File: src/rtl/freerun_cmp_timer_pkg.sv
package freerun_cmp_timer_pkg;

  // Word offsets of the register port; the order is fixed by behaviour.
  localparam int unsigned OFS_STATUS = 0;
  localparam int unsigned OFS_CNT_LO = 1;
  localparam int unsigned OFS_CNT_HI = 2;
  localparam int unsigned OFS_CMP0   = 3;

  typedef enum logic [1:0] {
    SEL_NONE   = 2'd0,
    SEL_STATUS = 2'd1,
    SEL_CMP    = 2'd2
  } wr_sel_e;

  // True when a word offset falls inside the compare block.
  function automatic logic is_cmp_ofs(input int unsigned ofs, input int unsigned nch);
    return (ofs >= OFS_CMP0) && (ofs < OFS_CMP0 + nch);
  endfunction

endpackage

File: src/rtl/freerun_cmp_timer_counter.sv
module freerun_cmp_timer_counter #(
  parameter int unsigned WORD_W = 32,
  localparam int unsigned CNT_W = 2 * WORD_W
) (
  input  logic              clk,
  input  logic              rst_n,
  input  logic              tick_en,
  output logic [CNT_W-1:0]  cnt_q,
  output logic [WORD_W-1:0] lo_next
);

  logic [WORD_W-1:0] lo_q;
  logic [WORD_W-1:0] hi_q;
  logic [WORD_W:0]   lo_sum;
  logic              lo_carry;

  // One adder feeds both the count register and the compare channels.
  assign lo_sum   = {1'b0, lo_q} + {{WORD_W{1'b0}}, 1'b1};
  assign lo_next  = lo_sum[WORD_W-1:0];
  assign lo_carry = lo_sum[WORD_W];

  always_ff @(posedge clk or negedge rst_n) begin
    if (!rst_n) begin
      lo_q <= '0;
      hi_q <= '0;
    end else if (tick_en) begin
      lo_q <= lo_next;
      if (lo_carry) begin
        hi_q <= hi_q + {{(WORD_W-1){1'b0}}, 1'b1};
      end
    end
  end

  assign cnt_q = {hi_q, lo_q};

endmodule

File: src/rtl/freerun_cmp_timer_channel.sv
module freerun_cmp_timer_channel #(
  parameter int unsigned WORD_W = 32
) (
  input  logic              clk,
  input  logic              rst_n,
  input  logic              tick_en,
  input  logic [WORD_W-1:0] lo_next,
  input  logic              cmp_we,
  input  logic [WORD_W-1:0] cmp_wdata,
  input  logic              flag_clr,
  output logic [WORD_W-1:0] cmp_q,
  output logic              flag_q
);

  logic hit;

  // A hit only counts when a tick moves the low word onto the target.
  assign hit = tick_en && (lo_next == cmp_q);

  always_ff @(posedge clk or negedge rst_n) begin
    if (!rst_n) begin
      cmp_q <= '0;
    end else if (cmp_we) begin
      cmp_q <= cmp_wdata;
    end
  end

  // Set dominates clear so that an event coinciding with a clear is kept.
  always_ff @(posedge clk or negedge rst_n) begin
    if (!rst_n) begin
      flag_q <= 1'b0;
    end else if (hit) begin
      flag_q <= 1'b1;
    end else if (flag_clr) begin
      flag_q <= 1'b0;
    end
  end

endmodule

File: src/rtl/freerun_cmp_timer_regs.sv
module freerun_cmp_timer_regs
  import freerun_cmp_timer_pkg::*;
#(
  parameter int unsigned NUM_CH = 4,
  parameter int unsigned WORD_W = 32,
  parameter int unsigned ADDR_W = 3,
  localparam int unsigned CNT_W = 2 * WORD_W
) (
  input  logic                         bus_wr,
  input  logic [ADDR_W-1:0]            bus_addr,
  input  logic [WORD_W-1:0]            bus_wdata,
  input  logic [CNT_W-1:0]             cnt_q,
  input  logic [NUM_CH-1:0][WORD_W-1:0] cmp_q,
  input  logic [NUM_CH-1:0]            flags_q,
  output logic [NUM_CH-1:0]            cmp_we,
  output logic [NUM_CH-1:0]            flag_clr,
  output logic [WORD_W-1:0]            bus_rdata
);

  wr_sel_e     wr_sel;
  int unsigned ofs;

  assign ofs = int'(bus_addr);

  always_comb begin
    wr_sel = SEL_NONE;
    if (bus_wr) begin
      if (ofs == OFS_STATUS) begin
        wr_sel = SEL_STATUS;
      end else if (is_cmp_ofs(ofs, NUM_CH)) begin
        wr_sel = SEL_CMP;
      end
    end
  end

  // Write-one-to-clear mask for the shared status word.
  assign flag_clr = (wr_sel == SEL_STATUS) ? bus_wdata[NUM_CH-1:0] : '0;

  always_comb begin
    cmp_we = '0;
    for (int i = 0; i < NUM_CH; i++) begin
      if ((wr_sel == SEL_CMP) && (ofs == OFS_CMP0 + i)) begin
        cmp_we[i] = 1'b1;
      end
    end
  end

  always_comb begin
    bus_rdata = '0;
    if (ofs == OFS_STATUS) begin
      bus_rdata[NUM_CH-1:0] = flags_q;
    end else if (ofs == OFS_CNT_LO) begin
      bus_rdata = cnt_q[WORD_W-1:0];
    end else if (ofs == OFS_CNT_HI) begin
      bus_rdata = cnt_q[CNT_W-1:WORD_W];
    end else begin
      for (int i = 0; i < NUM_CH; i++) begin
        if (ofs == OFS_CMP0 + i) begin
          bus_rdata = cmp_q[i];
        end
      end
    end
  end

endmodule

File: src/rtl/freerun_cmp_timer.sv
module freerun_cmp_timer #(
  parameter int unsigned NUM_CH = 4,
  parameter int unsigned WORD_W = 32,
  parameter int unsigned ADDR_W = 3
) (
  input  logic              clk,
  input  logic              rst_n,
  input  logic              tick_en,
  input  logic              bus_wr,
  input  logic [ADDR_W-1:0] bus_addr,
  input  logic [WORD_W-1:0] bus_wdata,
  output logic [WORD_W-1:0] bus_rdata,
  output logic [NUM_CH-1:0] irq
);

  localparam int unsigned CNT_W = 2 * WORD_W;

  logic [CNT_W-1:0]              cnt_q;
  logic [WORD_W-1:0]             lo_next;
  logic [NUM_CH-1:0][WORD_W-1:0] cmp_q;
  logic [NUM_CH-1:0]             flags_q;
  logic [NUM_CH-1:0]             cmp_we;
  logic [NUM_CH-1:0]             flag_clr;

  freerun_cmp_timer_counter #(.WORD_W(WORD_W)) u_cnt (
    .clk     (clk),
    .rst_n   (rst_n),
    .tick_en (tick_en),
    .cnt_q   (cnt_q),
    .lo_next (lo_next)
  );

  for (genvar g = 0; g < NUM_CH; g++) begin : g_ch
    freerun_cmp_timer_channel #(.WORD_W(WORD_W)) u_ch (
      .clk       (clk),
      .rst_n     (rst_n),
      .tick_en   (tick_en),
      .lo_next   (lo_next),
      .cmp_we    (cmp_we[g]),
      .cmp_wdata (bus_wdata),
      .flag_clr  (flag_clr[g]),
      .cmp_q     (cmp_q[g]),
      .flag_q    (flags_q[g])
    );
  end

  freerun_cmp_timer_regs #(
    .NUM_CH (NUM_CH),
    .WORD_W (WORD_W),
    .ADDR_W (ADDR_W)
  ) u_regs (
    .bus_wr    (bus_wr),
    .bus_addr  (bus_addr),
    .bus_wdata (bus_wdata),
    .cnt_q     (cnt_q),
    .cmp_q     (cmp_q),
    .flags_q   (flags_q),
    .cmp_we    (cmp_we),
    .flag_clr  (flag_clr),
    .bus_rdata (bus_rdata)
  );

  assign irq = flags_q;

endmodule

File: config.mk
export PLATFORM = sky130hd
export DESIGN_NAME = freerun_cmp_timer
export DESIGN_NICKNAME = d
export VERILOG_FILES = /design/src/rtl/freerun_cmp_timer_pkg.sv /design/src/rtl/freerun_cmp_timer_counter.sv /design/src/rtl/freerun_cmp_timer_channel.sv /design/src/rtl/freerun_cmp_timer_regs.sv /design/src/rtl/freerun_cmp_timer.sv
export SDC_FILE = /design/constraint.sdc
export NUM_CORES = 1
export LEC_CHECK = 0
export BUFFER_PORTS_ARGS = -buffer_cell sky130_fd_sc_hd__buf_4
export CAP_MARGIN = 0
export CORE_MARGIN = 5
export CORE_UTILIZATION = 56
export CTS_CLUSTER_SIZE = 12
export DETAILED_ROUTE_END_ITERATION = 8
export PLACE_DENSITY = 0.89
export SYNTH_ARGS = -nofsm -noshare
export SYNTH_HDL_FRONTEND = slang
export SYNTH_SLANG_ARGS = --single-unit
export TNS_END_PERCENT = 30
File: constraint.sdc
create_clock -name clk -period 3.3 [get_ports clk]
set_clock_uncertainty 0.15 [all_clocks]
set_input_delay 0.33 -clock clk [delete_from_list [all_inputs] [get_ports clk]]
set_output_delay 0.33 -clock clk [all_outputs]
set_load 0.05 [all_outputs]
==> impl_metrics.toml, run 1 <==
[status]
status = "completed"

[sta]
hold_viol = 0
setup_total_negative_slack_ps = 0
actual_transition_at_the_worst_max_transition_pin_ps = 661
period_utilization_post_route_pct = 99.3
final-max-slew-violation-count = 0
relative_slew_margins_pct = 54.8
finalSetupViolCount = 0
period_minus_slack_ps = 3280
maxClockFrequency_ghz = 0.305

[clock_network]
clock_tree.root_cell = "clkbuf_16"
clock_latency_ps = 460
clock_edge_transition_at_the_registers_on_the_reported_setup_and_hold_paths_ps = 100
clock_path_buffers = 2
cts.sinks = 196
cts.htree.levels = 4
clock_tree_from_tritoncts = "built"
tritoncts.num_buffers = 17

[floorplan]
design.die.area_sq_mm = 0.0265
placementRows = 55
ioPinCount = 75
start_util_pct = 57.3
die-width_microns = 163
fp.dieH_microns = 163
coreArea_sq_mm = 0.0228

[critical_path]
worst-setup-path-type = "reg2reg"
crit_end_element = "flip-flop"
critical_path.max_fanout = 5
crit_required_ps = 3540
timing.critical_path.arrival_ps = 3510
worstSetupStartpointType = "flip-flop"

[logic_synthesis]
seq_area_frac_synth_pct = 37.6
synth_fp_nets = 1381
number_of_synthesized_flops_with_an_enable_pin = 0
ys_types = 78
synthArstFlopShare_pct = 100
ys.warnings.count = 0
syn_inst = 1340
synth-seq-cells = 196
synth-main-ff-cell = "dfrtp_1"
syn_area_sq_mm = 0.0131
syn_avg_cell_area_sq_um = 9.74

[routing]
routed-via-count = 12300
totalWireLength_microns = 49900
drt_pre_antenna_iters = 6
dr.first_iter.drc_count = 1838
post_drt_wl_per_cell_microns = 28.0
antenna_left = 0
route.detailed.vias_per_inst = 6.90
drc_markers = 0

[cells_and_area]
fill_cells = 1698
layout-drive-gt1-share_pct = 27.6
antenna-diode-count = 0
area_growth_syn_to_fin_pct = 17.4
final-seq-area_sq_mm = 0.00491
nets = 1498
multi_input_area_sq_mm = 0.00765

[worst_hold_path]
hp-class = "in2reg"

[grt]
grtUsageTotal_pct = 37.6
vias_in_the_first_global_route = 11900
antenna_found_initial = 1
grt_max_degree = 90
grt_total_ovfl = 0
grt_pass1_wl_microns = 75800

[run]
maxCapViolations = 0

[power_and_ir_drop]
power.total_w = 0.00836
worst_ir_drop_vdd_mv = 0.418
static-leakage-power_nw = 6.25
power_per_cell_area_mw_per_mm2 = 546

[placement]
post-dp-hpwl_microns = 36600
gpl.final_weighted_congestion = 1.11
io_port_bufs = 74
cells in the final DEF (no fill, tap or decap), types with 39 or more instances in the layout:
cell        n
dfrtp_1   195
buf_4     175
mux2_2    159
xnor2_1   142
nor2_1     87
nand2_1    78
a221oi_1   65
xor2_1     59
nand3_1    50
a31oi_1    46
o21ai_0    39
synthesized netlist by cell type, types with 15 or more instances:
| cell | instances | area, sq um |
|---|---|---|
| buf_1 | 18 | 67.6 |
| a31oi_1 | 46 | 288 |
| a221oi_1 | 65 | 569 |
| nand2b_1 | 34 | 213 |
| clkbuf_1 | 69 | 259 |
| nand3_1 | 51 | 255 |
| nor4_1 | 15 | 93.8 |
| mux2_2 | 159 | 1790 |
| inv_1 | 22 | 82.6 |
| xor2_1 | 60 | 526 |
| nand2_1 | 78 | 293 |
| nor3_1 | 26 | 130 |
| dfrtp_1 | 196 | 4900 |
| and3_1 | 21 | 131 |
| o21ai_0 | 39 | 195 |
| nand4_1 | 27 | 169 |
| a21oi_1 | 25 | 125 |
| nor2_1 | 87 | 327 |
| xnor2_1 | 142 | 1240 |
kinds of logic (layout without fill, tap and decap cells):
family / after synthesis / count (layout) / share of synthesized area [%]
flip-flops: 196 / 196 / 37.6
AO/OA/AOI/OAI: 239 / 239 / 13.1
multiplexers: 163 / 163 / 14.0
buffers and inverters: 131 / 261 / 4.23
AND/OR/NAND/NOR: 403 / 403 / 16.7
adder cells (fa/ha/maj): 2 / 2 / 0.192
XOR/XNOR: 206 / 206 / 14.2
flip-flops by register name, summed over array words and instances (netlist names):
signal	count
g_ch.u_ch.cmp_q	128
u_cnt.hi_q	32
u_cnt.lo_q	32
g_ch.u_ch.flag_q	4
critical path, cell delays in order (launching register included):
cell and delay (ps):
dfrtp_1 400, nand4_4 170, buf_4 200, nor4_4 470, nand3_1 220, xnor2_2 270
xnor2_1 160, or4_1 520, nor4_1 440, a31o_1 200
area by class of cell:
type,count,area share (%)
Timing Repair Buffer,207,11.0
Sequential cell,196,32.0
Clock inverter,14,1.11
Inverter,22,0.539
Tap cell,313,2.56
Multi-Input combinational cell,1013,49.9
Clock buffer,18,2.80
final timing paths:
kind | startpoint | end | slack [ps] | depth (start not counted)
min reg2reg | u_cnt.hi_q[11] | u_cnt.hi_q[11] | 370 | 1
min in group asynchronous | rst_n | u_cnt.hi_q[4] | 270 | 2
max reg2reg | u_cnt.lo_q[9] | g_ch[1].u_ch.flag_q | 20 | 9
min | bus_wdata[30] | g_ch[0].u_ch.cmp_q[30] | 6 | 2
max in group asynchronous | rst_n | u_cnt.lo_q[0] | 1750 | 3
max | u_cnt.lo_q[9] | g_ch[1].u_ch.flag_q | 20 | 9
routing by layer:
metal,vias to the layer above,GRT usage (%),routed length (microns)
met2,990,56.7,21900
met3,131,7.52,5890
li1,5128,-,-
met5,-,0,7
met1,6049,55.4,20500
met4,2,10.9,1640
power breakdown:
group	internal, W	total (W)	switching [W]
Clock	0.00104	0.00220	0.00117
Combinational	0.00122	0.00274	0.00151
Sequential	0.00279	0.00342	0.000630
Total	0.00505	0.00836	0.00331
stage by stage:
step / cells / area (sq um) / hold WS [ps] / setup slack [ps] / util, %
after global placement: 1722 / 14400 / 191 / 64.7 / 63.2
after global routing: 1783 / 15300 / 8.10 / -7.58 / 67.3
after detailed placement: 1722 / 14400 / 193 / -3.67 / 63.2
after floorplan: 1340 / 13100 / -116 / 118 / -
after CTS: 1780 / 15300 / 1.65 / 5.39 / 67.0
final: 1783 / 15300 / 5.81 / 23.8 / 67.3
timing repair:
| action | in CTS | in global routing |
|---|---|---|
| hold buffers | 26 | 0 |
| hold endpoints to repair | 121 | 0 |
| resized for setup | 1 | 7 |
| pin swaps | 0 | 2 |
| buffers inserted | 0 | 3 |
| endpoints found under the setup margin | 1 | 12 |
(Power assumes the default switching activity.)
==> run 2: changes to the inputs <==
--- a/config.mk
+++ b/config.mk
@@ -12,6 +12,7 @@
 export CTS_CLUSTER_SIZE = 12
 export DETAILED_ROUTE_END_ITERATION = 8
 export PLACE_DENSITY = 0.89
+export SETUP_SLACK_MARGIN = 0.05
 export SYNTH_ARGS = -nofsm -noshare
 export SYNTH_HDL_FRONTEND = slang
 export SYNTH_SLANG_ARGS = --single-unit
==> run 2 against run 1 <==
Net effect: die area unchanged; global-route usage about the same; clock power about the same; sequential power about the same; first-iteration DRC count down 9.0%; critical endpoint unchanged.
==> impl_metrics.toml, run 2 (synthesis gave the netlist of run 1 again) <==
[cells_and_area]
final_core_utilization_pct = 67.4
antenna-diode-count = 0
most-common-layout-cells = "dfrtp_1, buf_4, mux2_2, xnor2_1, nor2_1"
area_growth_syn_to_fin_pct = 17.6
nets = 1499
layout_top_registers = "g_ch.u_ch.cmp_q: 128 flops, u_cnt.hi_q: 32 flops, u_cnt.lo_q: 32 flops"
largest_register_ffs = 128
top_register = "g_ch.u_ch.cmp_q"
final_common_cell = "dfrtp_1"
fill_cells = 1694
layout-drive-gt1-share_pct = 27.7

[sta]
finalHoldWorstSlack_ps = 14.1
rsz0062_at_grt = "true"
relative_slew_margins_pct = 53.8
period_minus_slack_ps = 3200
finalSetupViolCount = 0
hold_viol = 0
final-max-slew-violation-count = 0
period_utilization_post_route_pct = 96.9
actual_transition_at_the_worst_max_transition_pin_ps = 693
maxClockFrequency_ghz = 0.313

[routing]
dr.first_iter.drc_count = 1673
routed-via-count = 12300
route.detailed.vias_per_inst = 6.88
antenna_left = 0
drt_pre_antenna_iters = 5
drc_markers = 0
totalWireLength_microns = 49500
post_drt_wl_per_cell_microns = 27.8

[floorplan]
ioPinCount = 75
design.die.area_sq_mm = 0.0265
placementRows = 55
fp.dieH_microns = 163
coreArea_sq_mm = 0.0228
die-width_microns = 163
start_util_pct = 57.3

[run]
maxCapViolations = 0

[placement]
gpl.final_weighted_congestion = 1.11
io_port_bufs = 74
post-dp-hpwl_microns = 36600

[grt]
grt_total_ovfl = 0
antenna_found_initial = 1
grtUsageTotal_pct = 37.6
grt_max_degree = 90
vias_in_the_first_global_route = 11900
grt_pass1_wl_microns = 75700

[clock_network]
clock_tree_from_tritoncts = "built"
clock_tree.root_cell = "clkbuf_16"
tritoncts.num_buffers = 17
cts.sinks = 196
clock_edge_transition_at_the_registers_on_the_reported_setup_and_hold_paths_ps = 80
clock_latency_ps = 460
clock_path_buffers = 2
cts.htree.levels = 4

[critical_path]
critical_path.max_fanout = 5
timing.critical_path.arrival_ps = 3430
crit_required_ps = 3530
worst-setup-path-type = "reg2reg"
worstSetupStartpointType = "flip-flop"
crit_end_element = "flip-flop"

[power_and_ir_drop]
static-leakage-power_nw = 6.26
worst_ir_drop_vdd_mv = 0.420
power_per_cell_area_mw_per_mm2 = 544

[worst_hold_path]
hp-class = "in2reg"

[status]
status = "completed"
==> run 2: cell types whose count changed in the layout (fill, tap and decap cells not counted), sizes merged <==
| cell | previous run | this run |
|---|---|---|
| buf | 180 | 181 |
==> run 2: critical path: stages, from the launching register on <==
cell and delay (ps):
dfrtp_1 460, nand4_1 240, buf_4 230, nor4_4 330, nand3_1 220, xnor2_2 270, xnor2_1 170, or4_1 550
nor4_2 340, a31o_1 180
==> run 2: where the power goes <==
group	switching, W	internal [W]
logic	0.00151	0.00122
registers	0.000631	0.00279
clock network	0.00116	0.00104
==> run 2: layer usage <==
layer | vias up | global-route usage (%) | routed length, microns
li1 | 5124 | - | -
met1 | 6079 | 55.3 | 20200
met2 | 936 | 56.6 | 21800
met3 | 137 | 7.37 | 5770
met4 | 2 | 11.1 | 1680
met5 | - | 0 | 7
==> run 2: worst paths after layout <==
kind                           startpoint                      to  slack (ps)  cells past startpoint
min in group asynchronous           rst_n           u_cnt.hi_q[4]         280                      2
max reg2reg                 u_cnt.lo_q[2]     g_ch[1].u_ch.flag_q         100                      9
min                         bus_wdata[17]  g_ch[0].u_ch.cmp_q[17]          10                      2
max in group asynchronous           rst_n           u_cnt.lo_q[0]        1740                      3
min reg2reg                u_cnt.hi_q[11]          u_cnt.hi_q[11]         360                      1
max                         u_cnt.lo_q[2]     g_ch[1].u_ch.flag_q         100                      9
==> run 2: layout make-up <==
cell class | instances | area [sq um] | share of cell area, %
Clock buffer | 18 | 429 | 2.80
Clock inverter | 14 | 170 | 1.11
Inverter | 22 | 82.6 | 0.538
Multi-Input combinational cell | 1013 | 7660 | 49.9
Sequential cell | 196 | 4910 | 32.0
Tap cell | 313 | 392 | 2.55
Timing Repair Buffer | 208 | 1710 | 11.1
==> run 2: metrics by stage <==
stage               cell area [sq um]  worst slack [ps]  std cells  total power (W)  TNS [ps]
CTS                             15300              60.2       1780          0.00823         0
floorplan                       13100               118       1340          0.00502         0
detailed placement              14400             -3.67       1722          0.00603     -3.67
global placement                14400              64.7       1722          0.00596         0
global route                    15400              25.9       1784          0.00866         0
finish                          15400               101       1784          0.00834         0
==> run 2: what timing repair did <==
| item | 4_1_cts | 5_1_grt |
|---|---|---|
| resized for setup | 3 | 8 |
| hold endpoints to repair | 121 | 0 |
| setup endpoints to repair | 1 | 20 |
| cloned | 0 | 0 |
| hold buffers | 26 | 0 |
| setup buffers | 0 | 4 |
| pin swaps | 0 | 3 |
==> run 3: changes to the inputs <==
--- a/config.mk
+++ b/config.mk
@@ -5,14 +5,16 @@
 export SDC_FILE = /design/constraint.sdc
 export NUM_CORES = 1
 export LEC_CHECK = 0
+export ABC_CLOCK_PERIOD_IN_PS = 3300
 export BUFFER_PORTS_ARGS = -buffer_cell sky130_fd_sc_hd__buf_4
 export CAP_MARGIN = 0
+export CORE_ASPECT_RATIO = 1.4
 export CORE_MARGIN = 5
 export CORE_UTILIZATION = 56
 export CTS_CLUSTER_SIZE = 12
 export DETAILED_ROUTE_END_ITERATION = 8
 export PLACE_DENSITY = 0.89
-export SETUP_SLACK_MARGIN = 0.05
+export SETUP_SLACK_MARGIN = 0.15
 export SYNTH_ARGS = -nofsm -noshare
 export SYNTH_HDL_FRONTEND = slang
 export SYNTH_SLANG_ARGS = --single-unit
==> run 3 against run 2 <==
Net effect: final area up 1.2%; largest cell class unchanged; sequential share of layout area down 0.38 points; non-clock buffer count up 12; maximum frequency up 3.5%; routed wire length down 4.2%; sequential power about the same; critical endpoint unchanged; count of clock-buffer cells in the layout unchanged; total power up 0.88%; via count down 1.6%.
==> impl_metrics.toml, run 3 (synthesis gave the netlist of run 1 again) <==
[status]
status = "completed"

[placement]
post-dp-hpwl_microns = 34700
io_port_bufs = 74
gpl.final_weighted_congestion = 1.11
pre_cts_slack_ps = -333
place_area_sq_mm = 0.0145

[worst_hold_path]
min_delay_worst_endpoint = "g_ch[2].u_ch.cmp_q[0]"
hp-class = "in2reg"
holdCritStartpoint = "bus_wdata[0]"
hold_path_depth = 2

[grt]
grt_max_degree = 90
grt_total_ovfl = 0
grtUsageTotal_pct = 35.8
vias_in_the_first_global_route = 12200
grt_pass1_wl_microns = 73200
antenna_found_initial = 0

[critical_path]
critical_path.max_fanout = 7
timing.critical_path.arrival_ps = 3340
timing.reg2reg.worst_path_depth = 10
rr_startpoint = "u_cnt.lo_q[4]"
worstSetupStartpointType = "flip-flop"
worst-setup-path-type = "reg2reg"
rrSetupSlack_ps = 210
crit_required_ps = 3550
crit_end_element = "flip-flop"
reg2reg_to = "g_ch[1].u_ch.flag_q"

[power_and_ir_drop]
power_per_cell_area_mw_per_mm2 = 542
static-leakage-power_nw = 6.36
worst_ir_drop_vdd_mv = 0.442

[sta]
final-max-slew-violation-count = 0
actual_transition_at_the_worst_max_transition_pin_ps = 774
maxClockFrequency_ghz = 0.323
period_minus_slack_ps = 3090
finalSetupViolCount = 0
rsz0062_at_grt = "true"
relative_slew_margins_pct = 48.4
finalHoldWorstSlack_ps = 9.40
final.setup.worst_slack_ps = 208
hold_viol = 0
period_utilization_post_route_pct = 93.7

[cells_and_area]
antenna-diode-count = 0
most-common-layout-cells = "dfrtp_1, buf_4, mux2_2, xnor2_1, nor2_1"
post_layout_inst_area_sq_mm = 0.0155
layout_top_registers = "g_ch.u_ch.cmp_q: 128 flops, u_cnt.hi_q: 32 flops, u_cnt.lo_q: 32 flops"
top_register = "g_ch.u_ch.cmp_q"
area_growth_syn_to_fin_pct = 19.1
nets = 1511
layout-drive-gt1-share_pct = 29.0
largest_register_ffs = 128
final_common_cell = "dfrtp_1"

[routing]
dr.first_iter.drc_count = 1405
totalWireLength_microns = 47400
antenna_left = 0
routed-via-count = 12100
drc_markers = 0
route.detailed.vias_per_inst = 6.75
drt_pre_antenna_iters = 6
post_drt_wl_per_cell_microns = 26.5

[floorplan]
ioPinCount = 75
design.die.area_sq_mm = 0.0265
coreArea_sq_mm = 0.0231
fp.dieH_microns = 191
die-width_microns = 139
placementRows = 66
start_util_pct = 56.4

[clock_network]
clock_latency_ps = 460
clock_edge_transition_at_the_registers_on_the_reported_setup_and_hold_paths_ps = 80
clock_path_buffers = 2
clock_tree_from_tritoncts = "built"
cts.htree.levels = 4
clock_tree.root_cell = "clkbuf_16"
tritoncts.num_buffers = 17
cts.sinks = 196

[run]
maxCapViolations = 0
run 3: worst max path at each step:
| stage | startpoint | to | slack, ps | cells after the start |
|---|---|---|---|---|
| floorplan | u_cnt.lo_q[15] | g_ch[1].u_ch.flag_q | 210 | 10 |
| global placement | u_cnt.lo_q[2] | g_ch[2].u_ch.flag_q | -380 | 8 |
| detailed placement | u_cnt.lo_q[0] | g_ch[2].u_ch.flag_q | -330 | 8 |
| CTS | u_cnt.lo_q[0] | g_ch[0].u_ch.flag_q | 100 | 10 |
| global route | u_cnt.lo_q[9] | g_ch[1].u_ch.flag_q | 50 | 10 |
| finish | u_cnt.lo_q[4] | g_ch[1].u_ch.flag_q | 210 | 10 |
run 3: critical path, stage by stage, from the launching register on:
cell and delay (ps):
dfrtp_1 420, nand4_4 150, buf_4 210, nor3_2 330
xnor2_1 270, xor2_1 230, o211ai_1 170, or4_1 540
nor4_1 270, buf_4 170, a31o_1 130
run 3: layout make-up:
class | count | area, sq um
clock inverter | 14 | 191
fill | 1759 | 7580
inverter | 22 | 82.6
multi-input combinational | 1013 | 7750
tap | 306 | 383
timing repair buffer | 220 | 1790
clock buffer | 18 | 439
sequential | 196 | 4910
run 3: repair_timing:
action | in CTS | in global routing
pin swaps | 0 | 1
setup endpoints to repair | 4 | 8
cloned | 0 | 0
buffers inserted | 0 | 1
hold buffers | 31 | 0
gates resized for setup | 8 | 19
hold endpoints to repair | 190 | 0
run 3: through the flow:
| stage | std cells | total power, W | utilization, % | setup TNS (ps) |
|---|---|---|---|---|
| finish | 1789 | 0.00842 | 67.2 | 0 |
| detailed placement | 1725 | 0.00597 | 62.6 | -333 |
| CTS | 1788 | 0.00831 | 66.8 | 0 |
| global route | 1789 | 0.00873 | 67.2 | 0 |
| global placement | 1725 | 0.00589 | 62.6 | -380 |
| floorplan | 1340 | 0.00502 | - | 0 |
run 3: per-layer routing:
layer / part of all wire (%) / GRT usage (%) / vias up
li1: - / - / 5139
met1: 36 / 42.9 / 5945
met2: 49 / 60.5 / 780
met3: 7.8 / 6.10 / 215
met4: 7.1 / 21.6 / 0
met5: 0 / 0 / -
run 3: report_power, final:
group	leakage [nW]	switching, W	internal, W
Clock	0.309	0.00104	0.00124
Combinational	3.60	0.00148	0.00125
Sequential	2.46	0.000610	0.00279
Total	6.36	0.00314	0.00528
